File: src/rtl/nlp_pkg.sv
package nlp_pkg;

  typedef enum logic {
    FLOW_SEQ  = 1'b0,
    FLOW_JUMP = 1'b1
  } flow_e;

  function automatic bit group_ok(input int g);
    return (g == 2) || (g == 4) || (g == 8);
  endfunction

endpackage

File: src/rtl/nlp_rst_sync.sv
module nlp_rst_sync (
  input  logic clk,
  input  logic rst_in_n,
  output logic rst_out_n
);

  logic [1:0] stage_q;
  logic [1:0] stage_d;

  always_comb begin
    stage_d = {stage_q[0], 1'b1};
  end

  always_ff @(posedge clk or negedge rst_in_n) begin
    if (!rst_in_n) begin
      stage_q <= 2'b00;
    end else begin
      stage_q <= stage_d;
    end
  end

  assign rst_out_n = stage_q[1];

endmodule

File: src/rtl/nlp_ptr_table.sv
module nlp_ptr_table #(
  parameter int LINE_AW = 12,
  parameter int IDX_W   = 4,
  parameter int SLOT_W  = 2
) (
  input  logic               clk,
  input  logic               rst_n,
  input  logic               rd_en,
  input  logic [IDX_W-1:0]   rd_idx,
  output logic               rd_taken,
  output logic [LINE_AW-1:0] rd_line,
  output logic [SLOT_W-1:0]  rd_off,
  output logic [SLOT_W-1:0]  rd_exit,
  input  logic               wr_en,
  input  logic [IDX_W-1:0]   wr_idx,
  input  logic               wr_taken,
  input  logic [LINE_AW-1:0] wr_line,
  input  logic [SLOT_W-1:0]  wr_off,
  input  logic [SLOT_W-1:0]  wr_exit
);

  localparam int DEPTH = 1 << IDX_W;
  localparam int ENT_W = 1 + LINE_AW + 2 * SLOT_W;

  logic [ENT_W-1:0] word_all [DEPTH];
  logic [ENT_W-1:0] wr_word;
  logic [ENT_W-1:0] rd_d;
  logic [ENT_W-1:0] rd_q;
  logic [DEPTH-1:0] wr_sel;

  always_comb begin
    wr_word = {wr_taken, wr_line, wr_off, wr_exit};
    wr_sel  = '0;
    if (wr_en) begin
      wr_sel[wr_idx] = 1'b1;
    end
    rd_d = word_all[rd_idx];
  end

  generate
    for (genvar e = 0; e < DEPTH; e++) begin : g_ent
      logic [ENT_W-1:0] word_q;
      always_ff @(posedge clk or negedge rst_n) begin
        if (!rst_n) begin
          word_q <= '0;
        end else if (wr_sel[e]) begin
          word_q <= wr_word;
        end
      end
      assign word_all[e] = word_q;
    end
  endgenerate

  always_ff @(posedge clk) begin
    if (rd_en) begin
      rd_q <= rd_d;
    end
  end

  assign {rd_taken, rd_line, rd_off, rd_exit} = rd_q;

  p_write_lands_r4: assert property (@(posedge clk) disable iff (!rst_n)
    wr_en |=> word_all[$past(wr_idx)] == $past(wr_word))
    else $error("update did not land in its entry");

endmodule

File: src/rtl/nlp_slot_mask.sv
module nlp_slot_mask #(
  parameter int GROUP      = 4,
  parameter int SLOT_W     = 2,
  parameter bit DELAY_SLOT = 1'b0
) (
  input  logic              leaves,
  input  logic [SLOT_W-1:0] entry_off,
  input  logic [SLOT_W-1:0] exit_slot,
  output logic [GROUP-1:0]  mask
);

  localparam logic [SLOT_W:0] LAST = (SLOT_W + 1)'(GROUP - 1);

  logic [SLOT_W:0] stretched;
  logic [SLOT_W:0] stop_slot;
  logic [SLOT_W:0] start_slot;

  generate
    if (DELAY_SLOT) begin : g_delay
      assign stretched = {1'b0, exit_slot} + (SLOT_W + 1)'(1);
    end else begin : g_plain
      assign stretched = {1'b0, exit_slot};
    end
  endgenerate

  always_comb begin
    start_slot = {1'b0, entry_off};
    if (!leaves) begin
      stop_slot = LAST;
    end else if (stretched > LAST) begin
      stop_slot = LAST;
    end else begin
      stop_slot = stretched;
    end
  end

  generate
    for (genvar s = 0; s < GROUP; s++) begin : g_slot
      localparam logic [SLOT_W:0] SIDX = (SLOT_W + 1)'(s);
      assign mask[s] = (SIDX >= start_slot) && (SIDX <= stop_slot);
    end
  endgenerate

endmodule

File: src/rtl/nlp_fetch_predictor.sv
module nlp_fetch_predictor
  import nlp_pkg::*;
#(
  parameter int LINE_AW    = 12,
  parameter int IDX_W      = 4,
  parameter int GROUP      = 4,
  parameter bit DELAY_SLOT = 1'b0,
  parameter int SLOT_W     = $clog2(GROUP)
) (
  input  logic               clk,
  input  logic               rst_n,
  input  logic               lk_valid,
  input  logic [LINE_AW-1:0] lk_line,
  input  logic [SLOT_W-1:0]  lk_off,
  input  logic               upd_valid,
  input  logic [IDX_W-1:0]   upd_idx,
  input  logic               upd_taken,
  input  logic [LINE_AW-1:0] upd_next_line,
  input  logic [SLOT_W-1:0]  upd_next_off,
  input  logic [SLOT_W-1:0]  upd_exit,
  output logic               pr_valid,
  output logic               pr_taken,
  output logic [LINE_AW-1:0] pr_next_line,
  output logic [SLOT_W-1:0]  pr_next_off,
  output logic [SLOT_W-1:0]  pr_exit,
  output logic [GROUP-1:0]   pr_mask
);

  localparam logic [SLOT_W-1:0] LAST_SLOT = SLOT_W'(GROUP - 1);

  generate
    if (!group_ok(GROUP) || (IDX_W > LINE_AW)) begin : g_bad_cfg
      $error("fetch group must be 2, 4 or 8 and IDX_W must not exceed LINE_AW");
    end
  endgenerate

  logic rst_sync_n;

  nlp_rst_sync u_rst (
    .clk      (clk),
    .rst_in_n (rst_n),
    .rst_out_n(rst_sync_n)
  );

  logic               ent_taken;
  logic [LINE_AW-1:0] ent_line;
  logic [SLOT_W-1:0]  ent_off;
  logic [SLOT_W-1:0]  ent_exit;

  nlp_ptr_table #(
    .LINE_AW(LINE_AW),
    .IDX_W  (IDX_W),
    .SLOT_W (SLOT_W)
  ) u_table (
    .clk     (clk),
    .rst_n   (rst_sync_n),
    .rd_en   (lk_valid),
    .rd_idx  (lk_line[IDX_W-1:0]),
    .rd_taken(ent_taken),
    .rd_line (ent_line),
    .rd_off  (ent_off),
    .rd_exit (ent_exit),
    .wr_en   (upd_valid),
    .wr_idx  (upd_idx),
    .wr_taken(upd_taken),
    .wr_line (upd_next_line),
    .wr_off  (upd_next_off),
    .wr_exit (upd_exit)
  );

  // lookup context held alongside the table read
  logic               q_valid, q_valid_d;
  logic [LINE_AW-1:0] q_line, q_line_d;
  logic [SLOT_W-1:0]  q_off, q_off_d;

  always_comb begin
    q_valid_d = lk_valid;
    q_line_d  = lk_line;
    q_off_d   = lk_off;
  end

  always_ff @(posedge clk or negedge rst_sync_n) begin
    if (!rst_sync_n) begin
      q_valid <= 1'b0;
    end else begin
      q_valid <= q_valid_d;
    end
  end

  always_ff @(posedge clk) begin
    if (lk_valid) begin
      q_line <= q_line_d;
      q_off  <= q_off_d;
    end
  end

  flow_e flow;
  assign flow = ent_taken ? FLOW_JUMP : FLOW_SEQ;

  always_comb begin
    pr_valid = q_valid;
    if (flow == FLOW_JUMP) begin
      pr_taken     = 1'b1;
      pr_next_line = ent_line;
      pr_next_off  = ent_off;
      pr_exit      = ent_exit;
    end else begin
      pr_taken     = 1'b0;
      pr_next_line = q_line + LINE_AW'(1);
      pr_next_off  = '0;
      pr_exit      = LAST_SLOT;
    end
  end

  nlp_slot_mask #(
    .GROUP     (GROUP),
    .SLOT_W    (SLOT_W),
    .DELAY_SLOT(DELAY_SLOT)
  ) u_mask (
    .leaves   (pr_taken),
    .entry_off(q_off),
    .exit_slot(pr_exit),
    .mask     (pr_mask)
  );

  p_result_follows_r2: assert property (@(posedge clk) disable iff (!rst_sync_n)
    lk_valid |=> pr_valid)
    else $error("lookup produced no result");

  p_no_spurious_r2: assert property (@(posedge clk) disable iff (!rst_sync_n)
    !lk_valid |=> !pr_valid)
    else $error("result without a lookup");

  p_first_slot_r7: assert property (@(posedge clk) disable iff (!rst_sync_n)
    pr_valid |-> (pr_mask[0] == (q_off == '0)))
    else $error("slot zero mask disagrees with entry offset");

  p_seq_tail_r8: assert property (@(posedge clk) disable iff (!rst_sync_n)
    (pr_valid && !pr_taken && (pr_mask != '0)) |-> pr_mask[GROUP-1])
    else $error("sequential line lost its last slot");

  p_mask_no_gap_r10: assert property (@(posedge clk) disable iff (!rst_sync_n)
    pr_valid |-> ($countones(pr_mask ^ (pr_mask >> 1)) <= 2))
    else $error("mask is not one contiguous run");

endmodule

File: config.mk
export PLATFORM = sky130hd
export DESIGN_NAME = nlp_fetch_predictor
export DESIGN_NICKNAME = d
export VERILOG_FILES = /design/src/rtl/nlp_pkg.sv /design/src/rtl/nlp_rst_sync.sv /design/src/rtl/nlp_ptr_table.sv /design/src/rtl/nlp_slot_mask.sv /design/src/rtl/nlp_fetch_predictor.sv
export SDC_FILE = /design/constraint.sdc
export NUM_CORES = 1
export LEC_CHECK = 0
export ABC_AREA = 1
export BUFFER_PORTS_ARGS = -buffer_cell sky130_fd_sc_hd__clkbuf_2
export CORE_ASPECT_RATIO = 1.75
export CORE_UTILIZATION = 50
export DETAILED_ROUTE_END_ITERATION = 7
export PLACE_DENSITY = 0.69
export SLEW_MARGIN = 30
export SYNTH_ARGS = -nofsm -noshare
export SYNTH_HDL_FRONTEND = slang
export SYNTH_SLANG_ARGS = --single-unit
export TNS_END_PERCENT = 5
File: constraint.sdc
create_clock -name clk -period 9.1 [get_ports clk]
set_clock_uncertainty 0.1 [all_clocks]
set_input_delay 2.275 -clock clk [delete_from_list [all_inputs] [get_ports clk]]
set_output_delay 2.275 -clock clk [all_outputs]
set_load 0.01 [all_outputs]
==> results.tsv <==
stage	metric	value	unit
outcome	status	complete, no violations	
logic_synthesis	yosysWarnings	0	
floorplanning	start_util	50.6	%
floorplanning	core-area	0.0285	sq mm
sta	setup_viol	0	
sta	setup_tns	0	ns
global_routing	globalRouteOverflowTotal	0	
logic_synthesis	yosys-top-cells-area	dfrtp_1, nand2_1, o21ai_0	
route	routedWlPerCell	17.4	um
pwr	leakage	8.11	nW
pwr	p_comb_share	16.3	%
clocking	cts_tree	built	
clocking	cts_max_level	1	
logic_synthesis	syn-num-nets	1923	
sta	finalCriticalPeriod	4.71	ns
clocking	cts_buffer_depth	3	
worst_setup_path	crit_fanout	18	
floorplanning	io_pins	61	
worst_setup_path	crit_path_max_incr_delay	0.79	ns
final_layout	register_area	0.00782	sq mm
logic_synthesis	ys_seq_area_share	54.1	%
logic_synthesis	netlist_area	0.0144	sq mm
global_routing	grt_pass1_vias	11800	
clocking	clock-sinks	306	
logic_synthesis	ys_types	24	
route	drtIter0Drc	1036	
clocking	cts_root_buffer	clkbuf_16	
pwr	pwr_density_cell	224	mW/mm^2
worst_setup_path	cp-start-kind	flop	
job	cap_violations	0	
pwr	clkPwrFrac	33.2	%
final_layout	fin_nets	1912	
clocking	cts-resized-gates	0	
floorplanning	die-height	227	um
worst_setup_path	cpLargestDelayFamily	flip-flops	
global_routing	grt_max_degree	88	
pwr	ir_worst_vdd	0.175	mV
sta	max_slew_margin	30.8	%
sta	post-route-period-util	51.7	%
route	drtPass1Iterations	5	
floorplanning	die_x	130	um
global_routing	grt_pass1_wl	63.0	mm
pwr	swShare	28.9	%
clocking	holdBufCountCts	0	
pwr	p_seq_share	50.6	%
worst_setup_path	criticalPathCategory	flop to output pin	
route	postRouteAntennaNets	0	
clocking	clkTransAtPathRegs	0.07	ns
worst_setup_path	crit_start	u_table.rd_q[16]	
logic_synthesis	ys_seq_elements	306	
pwr	p_int	2.52	mW
worst_setup_path	critPathBufInv	2	
final_layout	synthToLayoutAreaGrowth	9.44	%
clocking	post_cts.repair.setup_buffers	0	
clocking	cts_buffers	29	
worst_setup_path	crit_arrival	2.33	ns
route	vias	12200	
floorplanning	die-area	0.0296	sq mm
placed_design	dp_hpwl	22.2	mm
sta	tightest_slew	1.03	ns
sta	slew_viol_final	0	
route	wl	39.5	mm
floorplanning	rows	82	
pwr	p_sw	1.03	mW
sta	max_freq	213	MHz
final_layout	final_cell_mix	nand2_1, o21ai_0, dfrtp_1	
min_path	hold_path.startpoint	u_rst.stage_q[0]	
global_routing	antenna_found_initial	0	
placed_design	place.port_buffers	60	
sta	rsz0062_at_grt	no	
placed_design	place.gp.congestion	0.788	
final_layout	fin_area	0.0158	sq mm
worst_setup_path	crit_path_cell_trace	inv_1 -> nor2_1 -> a21oi_1 -> clkbuf_2	
logic_synthesis	synth.top_cell.area_share	47.6	%
global_routing	grt_usage	28.1	%
final_layout	drive_gt1_share	7.08	%
final_layout	final_common_cell	nand2_1	
final_layout	fill_cells	2747	
placed_design	place_area	0.0149	sq mm
sta	hold_viol_final	0	
clocking	clock_latency	0.56	ns
worst_setup_path	worstSetupEndpointType	output pin	
final_layout	multi_input_area	0.00522	sq mm
min_path	hp-class	flop to flop	
route	drc	0	
logic_synthesis	synth_cells	1883	
logic_synthesis	avgSynthCellArea	7.67	sq um
final_layout	antenna_cells	0	
worst_setup_path	worst_ep_required_time	6.73	ns
worst_setup_path	crit_path_top_delay_cell	edfxtp_1	
logic_synthesis	synth_area_leader_cell	dfrtp_1	
worst_setup_path	r2r-start	u_rst.stage_q[1]	
route	via_per_inst	5.39	
## synth_stat cells (all sizes together)
library cell / n
conb: 1
inv: 242
a31o: 1
buf: 42
clkbuf: 80
xor2: 1
o211ai: 1
o21ai: 277
dfrtp: 275
nand2: 684
a31oi: 2
a21oi: 2
ha: 1
clkinv: 2
edfxtp: 31
nand3: 219
nand4: 2
nor2: 19
o21bai: 1
## through the flow
stage               setup WS (ns)  total power, mW  utilization [%]  hold slack [ns]  std cells
CTS                          4.38             3.57             55.4            0.255       2271
finish                       4.39             3.55             55.4            0.253       2271
floorplan                   0.769             2.22                -            0.231       1883
detailed placement           4.23             2.39             52.2            0.243       2219
global route                 4.25             3.76             55.4            0.265       2271
global placement             4.15             2.36             52.2            0.239       2219
## layer usage
layer / track usage, % / routed length, um / up-vias
li1: - / - / 5855
met1: 33.7 / 15700 / 5867
met2: 48.5 / 19400 / 421
met3: 3.26 / 2210 / 99
met4: 15.6 / 2250 / 0
met5: 0 / 0 / -
## worst paths after layout
| path | cells after the start | endpoint | slack, ns |
|---|---|---|---|
| max | 4 | pr_mask[3] | 4.39 |
| min | 0 | u_rst.stage_q[1] | 0.25 |
| max reg2reg | 2 | u_table.g_ent[15].word_q[15] | 6.63 |
| min reg2reg | 0 | u_rst.stage_q[1] | 0.25 |
| max in group asynchronous | 2 | u_table.g_ent[15].word_q[15] | 6.63 |
| min in group asynchronous | 0 | u_table.g_ent[10].word_q[14] | 0.34 |
## cells by family after synthesis
family                     share of synthesized area [%]
xor gates and xnor gates                          0.0606
other                                             0.0260
adders and majority gates                         0.0866
buffers and inverters                               9.84
AOI/OAI and AO/OA                                   9.92
and+or+nand+nor                                     26.0
DFF                                                 54.1
## registers in the layout (all words and copies together) (netlist names)
signal                count
u_rst.stage_q             2
q_line                   12
q_off                     2
u_table.g_ent.word_q    272
u_table.rd_q             17
pr_valid                  1
## power by group through the flow
stage / registers [mW] / clock network [mW] / logic [mW]
after floorplan: 1.79 / 0 / 0.437
after global placement: 1.81 / 0 / 0.558
after detailed placement: 1.81 / 0 / 0.578
after CTS: 1.79 / 1.20 / 0.581
after global routing: 1.83 / 1.25 / 0.684
final: 1.79 / 1.18 / 0.577
## cell type report
cell class                      count  share of cell area, %
Sequential cell                   306                   49.4
Multi-Input combinational cell   1211                   33.0
Inverter                          244                   5.81
Clock buffer                       42                   5.22
Tap cell                          378                   2.99
Timing Repair Buffer               80                   2.97
Clock inverter                     10                  0.546
Note: power is estimated with default switching activity, not from simulation.
